File: src/rtl/mpuart_pkg.sv
package mpuart_pkg;

  typedef enum logic [2:0] {
    ST_IDLE,
    ST_START,
    ST_DATA,
    ST_NINTH,
    ST_STOP
  } rxState_t;

  // Strobes from control to datapath, all valid for one clock
  typedef struct packed {
    logic histEn;     // an oversample tick: shift the sample history
    logic shiftData;  // vote point of a data bit
    logic takeNinth;  // vote point of the ninth bit
    logic takeStop;   // vote point of the stop bit
    logic evalNow;    // point where the frame is judged and the flag may rise
  } rxStrobe_t;

endpackage

File: src/rtl/mpuart_rx_ctrl.sv
module mpuart_rx_ctrl
  import mpuart_pkg::*;
#(
  parameter int OSR    = 16,
  parameter int DATA_W = 8
) (
  input  logic       clk,
  input  logic       rstN,
  input  logic       tick,
  input  logic       rxS,
  input  logic [1:0] modeSel,
  input  logic       feEnable,
  input  logic       mpEnable,
  output rxStrobe_t  strb
);

  localparam int CNT_W = $clog2(OSR);
  localparam int IDX_W = (DATA_W > 1) ? $clog2(DATA_W) : 1;
  localparam int MID   = OSR / 2;
  localparam logic [CNT_W-1:0] MID_C  = CNT_W'(MID);
  localparam logic [CNT_W-1:0] VOTE_C = CNT_W'(MID + 1);
  localparam logic [CNT_W-1:0] TOP_C  = CNT_W'(OSR - 1);
  localparam logic [IDX_W-1:0] LAST_C = IDX_W'(DATA_W - 1);

  rxState_t         state;
  logic [CNT_W-1:0] sampCnt;
  logic [IDX_W-1:0] bitIdx;

  logic nine, active, voteTick, stopEval, lastData;

  assign nine   = modeSel[1];
  assign active = |modeSel;

  always_ff @(posedge clk or negedge rstN) begin
    if (!rstN) begin
      state   <= ST_IDLE;
      sampCnt <= '0;
      bitIdx  <= '0;
    end else if (!active) begin
      state   <= ST_IDLE;
      sampCnt <= '0;
    end else if (tick) begin
      if (state == ST_IDLE) begin
        if (!rxS) begin
          state   <= ST_START;
          sampCnt <= CNT_W'(1);
        end
      end else if (state == ST_START && sampCnt == MID_C && rxS) begin
        state <= ST_IDLE;
      end else if (state == ST_STOP && sampCnt == VOTE_C) begin
        state <= ST_IDLE;
      end else begin
        sampCnt <= (sampCnt == TOP_C) ? '0 : sampCnt + CNT_W'(1);
        if (sampCnt == TOP_C) begin
          unique case (state)
            ST_START: begin
              state  <= ST_DATA;
              bitIdx <= '0;
            end
            ST_DATA: begin
              if (bitIdx == LAST_C) state <= nine ? ST_NINTH : ST_STOP;
              else                  bitIdx <= bitIdx + IDX_W'(1);
            end
            ST_NINTH: state <= ST_STOP;
            default:  state <= state;
          endcase
        end
      end
    end
  end

  assign voteTick = tick && active && (sampCnt == VOTE_C);
  assign stopEval = feEnable || (!nine && mpEnable);
  assign lastData = (bitIdx == LAST_C);

  always_comb begin
    strb.histEn    = tick;
    strb.shiftData = voteTick && (state == ST_DATA);
    strb.takeNinth = voteTick && (state == ST_NINTH);
    strb.takeStop  = voteTick && (state == ST_STOP);
    if (stopEval)  strb.evalNow = strb.takeStop;
    else if (nine) strb.evalNow = strb.takeNinth;
    else           strb.evalNow = strb.shiftData && lastData;
  end

endmodule

File: src/rtl/mpuart_rx_dp.sv
module mpuart_rx_dp
  import mpuart_pkg::*;
#(
  parameter int DATA_W = 8,
  parameter int SYNC_N = 2
) (
  input  logic              clk,
  input  logic              rstN,
  input  logic              rxLine,
  input  rxStrobe_t         strb,
  input  logic              nine,
  input  logic              feEnable,
  input  logic              mpEnable,
  input  logic [DATA_W-1:0] ownAddr,
  input  logic [DATA_W-1:0] bcastAddr,
  input  logic              riClear,
  input  logic              feClear,
  output logic              rxS,
  output logic [DATA_W-1:0] rxData,
  output logic              rxNinth,
  output logic              riFlag,
  output logic              feFlag
);

  logic [SYNC_N-1:0] syncReg;
  logic [1:0]        hist;
  logic [DATA_W-1:0] shiftReg, candByte;
  logic              ninthReg, candNinth, vote, addrHit, accept;

  // line synchronizer, idle level 1
  always_ff @(posedge clk or negedge rstN) begin
    if (!rstN) syncReg <= '1;
    else begin
      syncReg[0] <= rxLine;
      for (int i = 1; i < SYNC_N; i++) syncReg[i] <= syncReg[i-1];
    end
  end
  assign rxS = syncReg[SYNC_N-1];

  // hist[1] = sample 7, hist[0] = sample 8, rxS = sample 9 at the vote tick
  always_ff @(posedge clk or negedge rstN) begin
    if (!rstN)           hist <= 2'b11;
    else if (strb.histEn) hist <= {hist[0], rxS};
  end
  assign vote = (hist[1] & hist[0]) | (hist[1] & rxS) | (hist[0] & rxS);

  always_ff @(posedge clk or negedge rstN) begin
    if (!rstN) begin
      shiftReg <= '0;
      ninthReg <= 1'b0;
    end else begin
      if (strb.shiftData) shiftReg <= {vote, shiftReg[DATA_W-1:1]};
      if (strb.takeNinth) ninthReg <= vote;
    end
  end

  always_comb begin
    candByte = strb.shiftData ? {vote, shiftReg[DATA_W-1:1]} : shiftReg;
    if (nine) candNinth = strb.takeNinth ? vote : ninthReg;
    else      candNinth = strb.takeStop & vote;
    addrHit = (candByte == ownAddr) || (candByte == bcastAddr);
    accept  = !mpEnable || (candNinth && addrHit);
  end

  always_ff @(posedge clk or negedge rstN) begin
    if (!rstN) begin
      rxData  <= '0;
      rxNinth <= 1'b0;
      riFlag  <= 1'b0;
      feFlag  <= 1'b0;
    end else begin
      if (strb.evalNow && accept) begin
        rxData  <= candByte;
        rxNinth <= candNinth;
        riFlag  <= 1'b1;
      end else if (riClear) begin
        riFlag  <= 1'b0;
      end
      if (strb.takeStop && feEnable && !vote) feFlag <= 1'b1;
      else if (feClear)                       feFlag <= 1'b0;
    end
  end

endmodule

File: src/rtl/mpuart_rx.sv
module mpuart_rx
  import mpuart_pkg::*;
#(
  parameter int OSR    = 16,
  parameter int DATA_W = 8,
  parameter int SYNC_N = 2
) (
  input  logic              clk,
  input  logic              rstN,
  input  logic              rxLine,
  input  logic              tick16,
  input  logic [1:0]        modeSel,
  input  logic              feEnable,
  input  logic              mpEnable,
  input  logic [DATA_W-1:0] ownAddr,
  input  logic [DATA_W-1:0] bcastAddr,
  input  logic              riClear,
  input  logic              feClear,
  output logic [DATA_W-1:0] rxData,
  output logic              rxNinth,
  output logic              riFlag,
  output logic              feFlag
);

  rxStrobe_t strb;
  logic      rxS;

  mpuart_rx_ctrl #(.OSR(OSR), .DATA_W(DATA_W)) u_ctrl (
    .clk(clk), .rstN(rstN), .tick(tick16), .rxS(rxS), .modeSel(modeSel),
    .feEnable(feEnable), .mpEnable(mpEnable), .strb(strb)
  );

  mpuart_rx_dp #(.DATA_W(DATA_W), .SYNC_N(SYNC_N)) u_dp (
    .clk(clk), .rstN(rstN), .rxLine(rxLine), .strb(strb), .nine(modeSel[1]),
    .feEnable(feEnable), .mpEnable(mpEnable), .ownAddr(ownAddr),
    .bcastAddr(bcastAddr), .riClear(riClear), .feClear(feClear), .rxS(rxS),
    .rxData(rxData), .rxNinth(rxNinth), .riFlag(riFlag), .feFlag(feFlag)
  );

endmodule

File: config.mk
export PLATFORM = sky130hd
export DESIGN_NAME = mpuart_rx
export DESIGN_NICKNAME = d
export VERILOG_FILES = /design/src/rtl/mpuart_pkg.sv /design/src/rtl/mpuart_rx_ctrl.sv /design/src/rtl/mpuart_rx_dp.sv /design/src/rtl/mpuart_rx.sv
export SDC_FILE = /design/constraint.sdc
export NUM_CORES = 1
export LEC_CHECK = 0
export BUFFER_PORTS_ARGS = -buffer_cell sky130_fd_sc_hd__buf_2
export CAP_MARGIN = 5
export CORE_UTILIZATION = 45
export CTS_BUF_LIST = sky130_fd_sc_hd__clkbuf_2 sky130_fd_sc_hd__clkbuf_4 sky130_fd_sc_hd__clkbuf_8
export DETAILED_ROUTE_END_ITERATION = 12
export HOLD_SLACK_MARGIN = 0.12
export PLACE_DENSITY = 0.67
export SYNTH_ARGS = -nofsm -noshare
export SYNTH_HDL_FRONTEND = slang
export SYNTH_SLANG_ARGS = --single-unit
File: constraint.sdc
create_clock -name clk -period 5.3 [get_ports clk]
set_input_delay 0.795 -clock clk [delete_from_list [all_inputs] [get_ports clk]]
set_output_delay 0.795 -clock clk [all_outputs]
set_load 0.03 [all_outputs]
==> results by group, run 1 <==
STA
  • Final Cycle Share: 65.2%
  • FMAX: 289 MHz
  • Setup TNS: 0 ps
  • Endpoints failing setup: 0
  • Final Slew Violations: 0
  • Clk_skew: 10.4 ps
  • Final min period: 3460 ps
  • Slew @ Worst Pin: 805 ps
  • Max_slew headroom: 46.3%
  • Hold Vio Cnt, Final: 0
  • RSZ-0062 raised after global routing: false

Global route
  • Met2 Usage GRT: 36.0%
  • Largest net degree at the start of global routing: 35
  • Initial antenna violation count: 0
  • GRT Total Usage: 23.2%
  • Total gr overflow: 0
  • Vias in the first global route: 1890
  • GRT met1 Usage: 32.8%
  • First-pass GRT wire length: 9.32 mm
  • Top Usage Layer GRT: met2
  • GR Util met3: 4.14%

Synthesis
  • Yosys top cell by area: dfrtp_1
  • Synth Flop Type: dfrtp_1
  • Synth top area cells: dfrtp_1 (33%), mux2_4 (5.3%), dfstp_2 (4.7%)
  • Post-synthesis sequential area ratio: 38.0%
  • Count of flip-flops with a built-in enable after synthesis: 0
  • Synth async-reset ratio: 100%
  • Synthesized area: 0.00225 sq mm
  • Yosys reg bits: 34
  • Number of library cell types mapped by synthesis: 55
  • Synth Warn #: 0
  • Syn Inst Count: 240
  • Avg Cell Area, Syn: 9.37 sq um
  • Post-synth net total: 271
  • Post-synth top area share: 33.4%

Power and ir drop
  • Sw Pwr: 280 uW
  • Clk pwr share: 27.0%
  • Switch share: 36.3%
  • Pint: 491 uW
  • Combinational share of power: 29.8%
  • Reg power frac: 43.2%
  • Power density over the cells: 300 mW/mm^2
  • Leakage: 1.17 nW
  • Total power: 770 uW
  • Worst IR Drop VDD: 0.201 mV

Detailed routing
  • Post-DRT Antenna Nets: 0
  • Remaining DRCs: 0
  • Wirelength, routed: 5.45 mm
  • Drt pass-1 iters: 4
  • DR vias/cell: 5.75
  • Initial DRC count: 139
  • WL/cell: 16.0 um
  • Via Count: 1954

Placed design
  • Port Buffers: 36
  • DP Area: 0.00247 sq mm
  • GPL Wtd Cong: 0.867
  • Dpl hpwl: 3.93 mm

Clock network
  • CTS sink count: 34
  • Root Buffer: clkbuf_8
  • CTS tree: yes
  • Post-CTS setup buffers: 0
  • Hold Buf Count CTS: 0
  • Cts repair resizes: 0
  • Clock buffer depth: 2
  • Htree depth: 2
  • Worst-path clk slew: 80 ps
  • CTS Buf Count: 5
  • Worst-Skew Late Latency: 290 ps

Cells and area
  • Area Overhead vs Synth: 14.2%
  • Post-route cell area: 0.00257 sq mm
  • Most common cell after layout, fill and taps aside: buf_2
  • Antenna fix cells: 0
  • Fin nets: 303
  • Core Util, Final: 54.0%
  • Most frequent cells in the layout: buf_2 (36), dfrtp_1 (30), inv_1 (19), nor2_1 (16), o21ai_0 (15)
  • Layout cell share with drive strength beyond 1: 25.3%

Worst setup path
  • Worst path required time: 5470 ps
  • Worst R2R Start: u_ctrl.sampCnt[1]$_DFFE_PN0P_
  • Worst Reg-to-Reg Cells: 10
  • CP endpoint kind: flop
  • R2r endpoint: u_dp.rxData[1]$_DFFE_PN0P_
  • CP Class: reg -> reg
  • Maximum fanout along the worst path: 20
  • R2R setup slack: 1840 ps
  • Critical path arrival: 3630 ps
  • CP startpoint kind: flop

Die
  • Die Area: 0.00529 sq mm
  • Initial Util: 47.3%
  • Die height: 72.7 um
  • Die width: 72.7 um
  • Std-Cell Rows: 25
  • I/O pin count: 37
  • Core area: 0.00475 sq mm

Status
  • Status: completed

Worst hold path
  • Hold Crit Class: reg -> reg
  • Worst min-delay path startpoint: u_dp.syncReg[0]$_DFF_PN1_
  • Worst Hold Depth: 0
  • Hold Path Sink: u_dp.syncReg[1]$_DFF_PN1_

Job
  • MaxCap Viol Count: 0
## final cells by class
type,count,area (sq um)
Tap cell,67,83.8
Sequential cell,34,856
Clock inverter,1,5.00
Clock buffer,7,90.1
Fill cell,437,2190
Timing Repair Buffer,38,195
Inverter,19,71.3
Multi-Input combinational cell,174,1270
## power by group through the flow
stage | logic [mW] | registers [mW] | clock network (mW)
floorplan | 0.187 | 0.315 | 0
global placement | 0.228 | 0.337 | 0
detailed placement | 0.230 | 0.337 | 0
CTS | 0.230 | 0.333 | 0.212
global route | 0.259 | 0.340 | 0.227
finish | 0.230 | 0.333 | 0.208
## cells by family (layout without fill, tap and decap cells)
group	count (synthesis)	in the layout	synth area share, %
and+or+nand+nor	85	85	21.9
AOI/OAI and AO/OA	62	62	20.2
DFF	34	34	38.0
buffers and inverters	32	65	5.62
muxes	15	15	8.73
adders and majority gates	6	6	3.23
xor gates and xnor gates	6	6	2.34
## stage by stage
stage          setup WS, ps  hold WS (ps)  instances
5_1_grt                1530           364        340
2_1_floorplan          2260           345        240
4_1_cts                1840           359        340
3_5_place_dp           1750           349        332
6_report               1840           356        340
3_3_place_gp           1770           346        332
## worst max-delay path, cell delays in order (launching register included)
cell and delay (ps):
dfrtp_1 410, inv_1 80, ha_1 160, nand3b_1 500, o31ai_1 550, a221oi_1 150
a2111oi_0 560, nand4_1 220, a21boi_2 220, o21ai_4 150, mux2_4 340
## worst max path at each step
stage	start	to	slack (ps)
after global routing	u_ctrl.sampCnt[1]$_DFFE_PN0P_	u_dp.rxData[1]$_DFFE_PN0P_	1530
after global placement	modeSel[1]	u_dp.rxData[0]$_DFFE_PN0P_	1770
after floorplan	modeSel[1]	u_dp.rxData[0]$_DFFE_PN0P_	2260
final	u_ctrl.sampCnt[1]$_DFFE_PN0P_	u_dp.rxData[1]$_DFFE_PN0P_	1840
after detailed placement	modeSel[1]	u_dp.rxData[6]$_DFFE_PN0P_	1750
after CTS	u_ctrl.sampCnt[1]$_DFFE_PN0P_	u_dp.rxData[1]$_DFFE_PN0P_	1840
## metal layers
layer  share of wire, %  up-vias
met2                 47       59
met1                 47      928
li1                   -      961
met3                4.5        6
met4                1.2        0
met5                  0        -
## flip-flops by register name (all words and copies together) (netlist names)
| name | count |
|---|---|
| u_dp.rxData | 8 |
| u_dp.shiftReg | 8 |
| u_ctrl.sampCnt | 4 |
| u_ctrl.bitIdx | 3 |
| u_ctrl.state | 3 |
| u_dp.hist | 2 |
| u_dp.syncReg | 2 |
| u_dp.feFlag | 1 |
| u_dp.ninthReg | 1 |
| u_dp.riFlag | 1 |
| u_dp.rxNinth | 1 |
## synth_stat cells, drive strengths merged, types with 5 or more instances
master and n:
nand2 10, o31a 6, inv 19, a221oi 6, dfrtp 30, nor4 5, clkbuf 8, o21ai 19
buf 5, nand3 8, o31ai 6, ha 5, mux2 13, nor2 16, nor3 9, xnor2 5
and3 5
Note: power is estimated with default switching activity, not from simulation.
==> run 2, diff against run 1 <==
PLACE_DENSITY = 0.7   (was 0.67)
clock period = 3 ns   (was 5.3 ns; I/O delays follow)
==> run 2 against run 1 <==
Net effect:
- via count is 7.8% higher
- setup slack lost 1800 ps
- count of clock-buffer cells in the layout did not move
- combinational power rose to 2.7 times the previous value
==> results by group, run 2 (synthesis results as in run 1) <==
Power and ir drop
  • Leakage: 1.31 nW
  • Combinational share of power: 40.6%
  • Switch share: 36.2%
  • Sw Pwr: 549 uW
  • Reg power frac: 35.4%
  • Worst IR Drop VDD: 0.270 mV
  • Power density over the cells: 527 mW/mm^2
  • Pint: 969 uW
  • Clk pwr share: 24.0%

Cells and area
  • Antenna fix cells: 0
  • Fin nets: 328
  • Largest registers: u_dp.rxData x8, u_dp.shiftReg x8, u_ctrl.sampCnt x4
  • Layout cell share with drive strength beyond 1: 34.6%
  • Layout Cells excl Fill: 365
  • Most common cell after layout, fill and taps aside: buf_2
  • Number of fill cells: 428
  • Most frequent cells in the layout: buf_2 (36), dfrtp_1 (30), buf_4 (23), inv_1 (18), nor2_1 (16)
  • Area Overhead vs Synth: 28.0%
  • Sequential standard cell area: 856 sq um
  • Multi-input combinational cell area: 0.00136 sq mm

Placed design
  • Dpl cells: 346
  • GPL Wtd Cong: 0.920
  • Port Buffers: 36
  • Dpl hpwl: 3.99 mm

Die
  • I/O pin count: 37
  • Std-Cell Rows: 25
  • Die height: 72.7 um
  • Core area: 0.00475 sq mm
  • Initial Util: 47.3%
  • Die Area: 0.00529 sq mm
  • Die width: 72.7 um

Global route
  • Total gr overflow: 0
  • GRT Total Usage: 22.3%
  • Initial antenna violation count: 0
  • Vias in the first global route: 1852
  • First-pass GRT wire length: 8.94 mm
  • Largest net degree at the start of global routing: 35

STA
  • Clk_skew: 5.88 ps
  • Final min period: 3000 ps
  • Final Cycle Share: 99.8%
  • Endpoints failing setup: 0
  • Hold Vio Cnt, Final: 0
  • Final Slew Violations: 0
  • Slew @ Worst Pin: 789 ps
  • FMAX: 334 MHz
  • Setup TNS: 0 ps
  • RSZ-0062 raised after global routing: true
  • Max_slew headroom: 47.4%

Worst hold path
  • Hold Crit Class: in -> async

Clock network
  • Worst-path clk slew: 70 ps
  • Root Buffer: clkbuf_8
  • Worst-Skew Late Latency: 290 ps
  • CTS Buf Count: 5
  • Htree depth: 2
  • CTS tree: yes
  • Clock buffer depth: 2
  • CTS sink count: 34

Detailed routing
  • Wirelength, routed: 5.99 mm
  • DR vias/cell: 5.77
  • Post-DRT Antenna Nets: 0
  • WL/cell: 16.4 um
  • Via Count: 2107
  • Initial DRC count: 189
  • Drt pass-1 iters: 4
  • Remaining DRCs: 0

Worst setup path
  • Maximum fanout along the worst path: 8
  • CP Class: reg -> reg
  • R2R setup slack: 5 ps
  • Worst path required time: 3170 ps
  • CP endpoint kind: flop
  • Critical path arrival: 3170 ps
  • CP startpoint kind: flop

Job
  • MaxCap Viol Count: 0

Status
  • Status: completed
==> run 2: cell types whose count changed in the layout (fill, tap and decap cells not counted), sizes merged <==
cell	before	now
buf	38	61
clkbuf	7	8
o21ai	19	20
==> run 2: per-layer routing <==
layer / routed length, um / GRT usage [%]
met1: 2840 / 32.7
met2: 2630 / 33.1
met3: 445 / 4.42
met4: 63 / 6.54
met5: 0 / 0
==> run 2: final timing paths <==
kind / startpoint / to / cells past startpoint
setup / recovery: u_ctrl.sampCnt[1]$_DFFE_PN0P_ / u_dp.rxData[5]$_DFFE_PN0P_ / 12
hold / removal: rstN / u_dp.rxData[2]$_DFFE_PN0P_ / 1
setup reg to reg: u_ctrl.sampCnt[1]$_DFFE_PN0P_ / u_dp.rxData[5]$_DFFE_PN0P_ / 12
hold reg to reg: u_dp.syncReg[0]$_DFF_PN1_ / u_dp.syncReg[1]$_DFF_PN1_ / 0
max in group asynchronous: rstN / u_ctrl.sampCnt[3]$_DFFE_PN0P_ / 1
min in group clk: rxLine / u_dp.syncReg[0]$_DFF_PN1_ / 1
==> run 2: layout make-up <==
| class | instances | share of cell area, % |
|---|---|---|
| Sequential cell | 34 | 29.7 |
| Clock inverter | 1 | 0.174 |
| Timing Repair Buffer | 62 | 14.5 |
| Inverter | 19 | 2.48 |
| Clock buffer | 7 | 3.13 |
| Tap cell | 67 | 2.91 |
| Multi-Input combinational cell | 175 | 47.1 |
==> run 2: worst max-delay path, cell delays in order (launching register included) <==
cell and delay (ps):
dfrtp_1 390, inv_2 80, ha_4 130, nand3b_1 140, buf_12 180, buf_4 140
nor4_1 380, a221oi_2 100, a2111oi_4 360, nand4_1 220, a21boi_4 290, o21ai_4 140
mux2_4 330
==> run 2: what timing repair did <==
| action | CTS | global route |
|---|---|---|
| endpoints found under the setup margin | 8 | 8 |
| cloned | 0 | 2 |
| resized for setup | 2 | 13 |
| pin swaps | 0 | 8 |
| hold buffers | 0 | 0 |
| setup buffers | 0 | 9 |
==> run 2: power by group through the flow <==
stage,clock network (mW),registers (mW),logic (mW)
6_report,0.364,0.537,0.617
5_1_grt,0.389,0.541,0.673
4_1_cts,0.371,0.531,0.536
3_5_place_dp,0,0.539,0.533
3_3_place_gp,0,0.538,0.524
2_1_floorplan,0,0.556,0.330
==> run 2: stage by stage <==
| step | utilization [%] | cell area, sq um | hold WS [ps] | power [mW] | setup slack [ps] |
|---|---|---|---|---|---|
| final | 60.6 | 2880 | 237 | 1.52 | 4.95 |
| after global placement | 54.8 | 2600 | 346 | 1.06 | -30.0 |
| after detailed placement | 54.8 | 2600 | 347 | 1.07 | -117 |
| after floorplan | - | 2250 | 154 | 0.885 | 230 |
| after CTS | 56.9 | 2710 | 245 | 1.44 | 73.3 |
| after global routing | 60.6 | 2880 | 238 | 1.60 | -109 |
